**src/rtl/pwm_bank_pkg.sv**
```systemverilog
package pwm_bank_pkg;

   localparam int BYTE_W  = 8;
   localparam int RATE_W  = 4;
   localparam int DUTY_W  = 10;
   localparam int DIV_TOP = 32;
   localparam int PRE_W   = $clog2(DIV_TOP);
   localparam int LEN_W   = PRE_W + 1;

   typedef logic [RATE_W-1:0] rate_t;
   typedef logic [DUTY_W-1:0] duty_t;

   typedef struct packed {
      rate_t rate;
      duty_t duty;
   } chan_cfg_t;

   localparam duty_t DUTY_MAX = '1;

   function automatic logic [LEN_W-1:0] quantum_len(rate_t r);
      return LEN_W'(DIV_TOP) - LEN_W'(r);
   endfunction

endpackage

```
**src/rtl/pwm_regfile.sv**
```systemverilog
module pwm_regfile
   import pwm_bank_pkg::*;
#(
   parameter int NUM_CH = 3,
   parameter int ADDR_W = 4
) (
   input  logic              clk,
   input  logic              rst_n,
   input  logic [ADDR_W-1:0] bus_addr,
   input  logic [BYTE_W-1:0] bus_wdata,
   input  logic              bus_wr,
   output logic [BYTE_W-1:0] bus_rdata,
   output chan_cfg_t         cfg [NUM_CH],
   output logic [NUM_CH-1:0] enable
);

   localparam int EN_ADDR  = 0;
   localparam int CH_BASE  = 1;
   localparam int TOP_ADDR = CH_BASE + 2 * NUM_CH - 1;
   localparam int HI_BITS  = DUTY_W - BYTE_W;

   initial begin
      assert (NUM_CH >= 1 && NUM_CH <= BYTE_W)
         else $error("channel count must fit one enable byte");
      assert (TOP_ADDR < (1 << ADDR_W))
         else $error("address width too small for channel count");
   end

   function automatic logic [ADDR_W-1:0] lo_addr(int c);
      return ADDR_W'(CH_BASE + 2 * c);
   endfunction

   function automatic logic [ADDR_W-1:0] hi_addr(int c);
      return ADDR_W'(CH_BASE + 2 * c + 1);
   endfunction

   logic [BYTE_W-1:0] rd_next;
   logic              unused_wbits;

   assign unused_wbits = ^bus_wdata[RATE_W-1:HI_BITS];

   always_ff @(posedge clk or negedge rst_n) begin
      if (!rst_n) begin
         enable <= '0;
         for (int c = 0; c < NUM_CH; c++) begin
            cfg[c] <= '0;
         end
      end else if (bus_wr) begin
         if (bus_addr == ADDR_W'(EN_ADDR)) begin
            enable <= bus_wdata[NUM_CH-1:0];
         end
         for (int c = 0; c < NUM_CH; c++) begin
            if (bus_addr == lo_addr(c)) begin
               cfg[c].duty[BYTE_W-1:0] <= bus_wdata;
            end
            if (bus_addr == hi_addr(c)) begin
               cfg[c].duty[DUTY_W-1:BYTE_W] <= bus_wdata[HI_BITS-1:0];
               cfg[c].rate <= bus_wdata[BYTE_W-1:BYTE_W-RATE_W];
            end
         end
      end
   end

   always_comb begin
      rd_next = '0;
      if (bus_addr == ADDR_W'(EN_ADDR)) begin
         rd_next[NUM_CH-1:0] = enable;
      end
      for (int c = 0; c < NUM_CH; c++) begin
         if (bus_addr == lo_addr(c)) begin
            rd_next = cfg[c].duty[BYTE_W-1:0];
         end
         if (bus_addr == hi_addr(c)) begin
            rd_next = {cfg[c].rate, {(BYTE_W-RATE_W-HI_BITS){1'b0}},
                       cfg[c].duty[DUTY_W-1:BYTE_W]};
         end
      end
   end

   always_ff @(posedge clk or negedge rst_n) begin
      if (!rst_n) begin
         bus_rdata <= '0;
      end else begin
         bus_rdata <= rd_next;
      end
   end


   unmapped_zero_chk: assert property (@(posedge clk) disable iff (!rst_n)
      ($past(bus_addr) > ADDR_W'(TOP_ADDR)) |-> (bus_rdata == '0));


   for (genvar c = 0; c < NUM_CH; c++) begin : g_rsv
      reserved_zero_chk: assert property (@(posedge clk) disable iff (!rst_n)
         ($past(bus_addr) == hi_addr(c)) |-> (bus_rdata[3:2] == 2'b00));
   end

endmodule

```
**src/rtl/pwm_chan.sv**
```systemverilog
module pwm_chan
   import pwm_bank_pkg::*;
(
   input  logic      clk,
   input  logic      rst_n,
   input  logic      en,
   input  chan_cfg_t cfg,
   output logic      pwm
);

   chan_cfg_t        act;
   logic             running;
   logic [PRE_W-1:0] pre;
   duty_t            qcnt;
   logic [LEN_W-1:0] qlen;
   logic             pre_last;
   logic             q_last;

   assign qlen     = quantum_len(act.rate);
   assign pre_last = ({1'b0, pre} == qlen - 1'b1);
   assign q_last   = (qcnt == DUTY_MAX);

   always_ff @(posedge clk or negedge rst_n) begin
      if (!rst_n) begin
         running <= 1'b0;
         pre     <= '0;
         qcnt    <= '0;
         act     <= '0;
      end else if (!en) begin
         running <= 1'b0;
         pre     <= '0;
         qcnt    <= '0;
      end else if (!running) begin
         running <= 1'b1;
         act     <= cfg;
         pre     <= '0;
         qcnt    <= '0;
      end else if (pre_last) begin
         pre <= '0;
         if (q_last) begin
            qcnt <= '0;
            act  <= cfg;
         end else begin
            qcnt <= qcnt + 1'b1;
         end
      end else begin
         pre <= pre + 1'b1;
      end
   end

   assign pwm = en && running && (qcnt <= act.duty);


   pre_range_chk: assert property (@(posedge clk) disable iff (!rst_n)
      running |-> ({1'b0, pre} < qlen));


   act_hold_chk: assert property (@(posedge clk) disable iff (!rst_n)
      (running && en && !(pre_last && q_last)) |=> $stable(act));


   start_high_chk: assert property (@(posedge clk) disable iff (!rst_n)
      ($rose(running) && en) |-> pwm);


   full_duty_chk: assert property (@(posedge clk) disable iff (!rst_n)
      (running && en && act.duty == DUTY_MAX) |-> pwm);

endmodule

```
**src/rtl/pwm_bank.sv**
```systemverilog
module pwm_bank
   import pwm_bank_pkg::*;
#(
   parameter int NUM_CH = 3,
   parameter int ADDR_W = 4
) (
   input  logic              clk,
   input  logic              rst_n,
   input  logic [ADDR_W-1:0] bus_addr,
   input  logic [7:0]        bus_wdata,
   input  logic              bus_wr,
   output logic [7:0]        bus_rdata,
   output logic [NUM_CH-1:0] pwm_out
);

   chan_cfg_t         cfg [NUM_CH];
   logic [NUM_CH-1:0] enable;

   pwm_regfile #(
      .NUM_CH (NUM_CH),
      .ADDR_W (ADDR_W)
   ) u_regs (
      .clk       (clk),
      .rst_n     (rst_n),
      .bus_addr  (bus_addr),
      .bus_wdata (bus_wdata),
      .bus_wr    (bus_wr),
      .bus_rdata (bus_rdata),
      .cfg       (cfg),
      .enable    (enable)
   );

   for (genvar c = 0; c < NUM_CH; c++) begin : g_ch
      pwm_chan u_chan (
         .clk   (clk),
         .rst_n (rst_n),
         .en    (enable[c]),
         .cfg   (cfg[c]),
         .pwm   (pwm_out[c])
      );


      dis_low_chk: assert property (@(posedge clk) disable iff (!rst_n)
         !enable[c] |-> !pwm_out[c]);
   end

endmodule

```
**config.mk**
```make
export PLATFORM = sky130hd
export DESIGN_NAME = pwm_bank
export DESIGN_NICKNAME = d
export VERILOG_FILES = /design/src/rtl/pwm_bank_pkg.sv /design/src/rtl/pwm_regfile.sv /design/src/rtl/pwm_chan.sv /design/src/rtl/pwm_bank.sv
export SDC_FILE = /design/constraint.sdc
export NUM_CORES = 1
export LEC_CHECK = 0
export BUFFER_PORTS_ARGS = -buffer_cell sky130_fd_sc_hd__buf_2
export CAP_MARGIN = 10
export CORE_MARGIN = 1.5
export CORE_UTILIZATION = 47
export DETAILED_ROUTE_END_ITERATION = 8
export PLACE_DENSITY = 0.7
export SETUP_SLACK_MARGIN = 0.4
export SLEW_MARGIN = 20
export SYNTH_ARGS = -nofsm -noshare
export SYNTH_HDL_FRONTEND = slang
export SYNTH_HIERARCHICAL = 1
export SYNTH_SLANG_ARGS = --single-unit
export TNS_END_PERCENT = 5
```
**constraint.sdc**
```tcl
create_clock -name clk -period 2.95 [get_ports clk]
set_clock_uncertainty 0.15 [all_clocks]
set_input_delay 0 -clock clk [delete_from_list [all_inputs] [get_ports clk]]
set_output_delay 0 -clock clk [all_outputs]
set_load 0.01 [all_outputs]
```
==> flow_summary.ini <==
[final_layout]
fillers = 1308
final_common_cell = dfrtp_1
multiInputGateArea_mm2 = 0.00363
antenna_cells = 0
final_nets = 747
fin_area_mm2 = 0.00851
seqCellArea_mm2 = 0.00358
syn2layout_area_growth_pct = 14.0
layout.cells.non_filler = 918
most-common-layout-cells = dfrtp_1 (143), mux2_2 (57), nand2_1 (40), o21ai_0 (40), nor2_1 (39)
final_layout_size_suffix_gt1_share_pct = 23.9

[placement]
placed_cell_area_mm2 = 0.00778
place_congestion = 0.909
portBuffers = 25
dp_cells = 874
hpwl_um = 11700

[sta]
timing_worst_slew_pin_value_ps = 733
slew_violations = 0
fmax_mhz = 417
hold_slack_ps = 35.1
period_share_pct = 81.3
setup-tns-final_ps = 0
hold_violations = 0
timing.slew.headroom_pct = 51.2
layout_min_cycle_time_ps = 2400
rsz0062_at_grt = no
setup_viol = 0

[worst_setup_path]
ff2ff_setup_slack_ps = 550
cp.required_ps = 3110
start_kind = flip-flop
reg2reg_depth = 6
cp_cell_sequence = ha_1 -> nand3_1 -> or3_4 -> o31ai_4 -> nand2_2 -> mux2_4
crit_type = reg2reg
critical-path-max-stage-delay_ps = 470
worst_r2r_endpoint = g_ch[0].u_chan/act[8]
worstPathArrival_ps = 2550
cp.buffers_inverters = 0
cp-end-kind = flip-flop
worst-path-stages = 6
path_delay_family = simple AND/OR/NAND/NOR gates
r2r_start = g_ch[0].u_chan/qcnt[0]
slowest_stage = dfrtp_1
critPathMaxFanout = 14

[logic_synthesis]
ys_seq_elements = 143
synthCells = 650
synth_cell_types = 58
ys_warn_count = 6
syn_area_mm2 = 0.00746
synth_fp_nets = 701
synth_area_per_cell_um2 = 11.5
seq_area_frac_synth_pct = 47.9

[power]
leakage_nw = 3.87
p_per_area_mw_per_mm2 = 750
peakVddDrop_mv = 0.550
clkPwrFrac_pct = 33.6
switching_share_pct = 29.0
p_int_w = 0.00453
seq_power_share_pct = 43.7
p_comb_share_pct = 22.7
p_sw_w = 0.00185

[cts]
clk_pin_slew_ps = 60
postCtsResizedCells = 0
cts_setup_buffers = 0
cts_num_sinks = 143
cts_max_level = 4
hold_buffers = 14
clk_latency_ps = 420
root_buffer = clkbuf_16
cts_tree = yes
clock_path_buffers = 2
cts_buffers = 17

[floorplanning]
rows = 45
core-area_mm2 = 0.0154
die_y_um = 129
die_w_um = 129
dieArea_mm2 = 0.0166
initial_core_util_pct = 48.6
io_pins = 26

[detailed_routing]
drtAntennaViolNets = 0
vias_per_cell = 5.77
num_vias = 5301
drtPass1Iterations = 6
drtIter0Drc = 408
drt_wl_total_um = 16200
drcViolationCount = 0
post_drt_wl_per_cell_um = 17.6

[grt]
grt_max_degree = 79
grt_pass1_vias = 5294
grt.overflow.total = 0
grt_use_total_pct = 21.1
grt_pass1_wl_um = 27100
antenna_found_initial = 0

[outcome]
status = finished clean

[worst_hold_path]
hold_class = in2async

[job]
cap_violations = 0
[cell usage after synthesis (all sizes together)]
cell type  instances  share of area, %
a211o              1              0.12
a211oi             5              0.50
a21boi             1              0.10
a21o               3              0.30
a21oi             17               1.1
a221oi             1              0.12
a22o               3              0.35
a22oi              2              0.20
a311oi             2              0.23
a31oi              5              0.42
and2               8              0.69
and2b              2              0.23
and3               3              0.25
and4               1              0.12
buf               11               1.3
clkbuf             3              0.15
dfrtp            143                48
ha                36               6.0
inv               38               1.9
mux2              88                15
mux2i              5              0.67
nand2             44               2.5
nand2b             3              0.25
nand3             34               3.0
nand4             15               1.3
nor2              43               2.8
nor2b              7              0.59
nor3              11              0.74
nor3b              2              0.20
nor4               6              0.50
nor4b              1              0.12
o2111ai            3              0.35
o21a               3              0.30
o21ai             40               2.7
o221ai             3              0.35
o22ai              3              0.25
o31ai              9               1.5
o41ai              6              0.70
or2                3              0.25
or3                7              0.79
xnor2             11               1.3
xor2              18               2.1
[kinds of logic after synthesis]
kind of cell,count (synthesis),share of synthesized area (%)
AND/OR/NAND/NOR,190,14.2
flip-flops,143,47.9
AO/OA/AOI/OAI,107,9.59
multiplexers,93,15.5
buffers and inverters,52,3.35
adder cells (fa/ha/maj),36,6.04
XOR/XNOR,29,3.40
[state kept, by name, summed over array words and instances, names as in the netlist]
register,flops
g_ch.u_chan/qcnt,30
u_regs/bus_rdata,8
g_ch.u_chan/running,3
u_regs/enable,3
g_ch.u_chan/pre,15
u_regs/cfg,42
g_ch.u_chan/act,42
[worst max path at each step]
stage | startpoint | to | slack (ps)
floorplan | g_ch[0].u_chan/qcnt[0] | g_ch[0].u_chan/act[0] | 860
global placement | g_ch[2].u_chan/qcnt[0] | g_ch[2].u_chan/act[13] | 710
detailed placement | g_ch[0].u_chan/qcnt[0] | g_ch[0].u_chan/act[8] | 610
CTS | g_ch[0].u_chan/qcnt[0] | g_ch[0].u_chan/act[8] | 560
global route | g_ch[0].u_chan/qcnt[8] | pwm_out[0] | 410
finish | g_ch[0].u_chan/qcnt[0] | g_ch[0].u_chan/act[8] | 550
[power groups by stage]
stage | clock (W) | combinational [W] | sequential, W
floorplan | 0 | 0.00117 | 0.00268
global placement | 0 | 0.00135 | 0.00281
detailed placement | 0 | 0.00142 | 0.00283
CTS | 0.00218 | 0.00145 | 0.00280
global route | 0.00227 | 0.00161 | 0.00286
finish | 0.00214 | 0.00145 | 0.00279
[through the flow]
stage	power [W]	setup slack (ps)	util (%)
floorplan	0.00385	856	-
global placement	0.00417	714	50.6
detailed placement	0.00425	614	50.6
CTS	0.00643	557	55.4
global route	0.00674	414	55.4
finish	0.00638	552	55.4
[per-layer routing]
metal | global-route usage, % | vias to the layer above | wire length (um)
met5 | 0 | - | 0
met1 | 28.9 | 2665 | 7180
met2 | 33.1 | 174 | 7720
li1 | - | 2434 | -
met3 | 5.37 | 28 | 989
met4 | 6.94 | 0 | 295
[area by class of cell]
class,instances,share of cell area (%)
sequential,143,42.0
clock inverter,8,1.26
tap,211,3.10
multi-input combinational,455,42.7
inverter,38,1.68
timing repair buffer,41,3.51
clock buffer,22,5.69
[worst reg2reg max path, delay by kind of cell (launching register included)]
kind | cells | cell delay [ps]
AOI/OAI and AO/OA | 1 | 190
adders and majority gates | 1 | 230
DFF | 1 | 470
muxes | 1 | 390
and+or+nand+nor | 3 | 860
No activity file was read; power rests on OpenSTA's default activity.
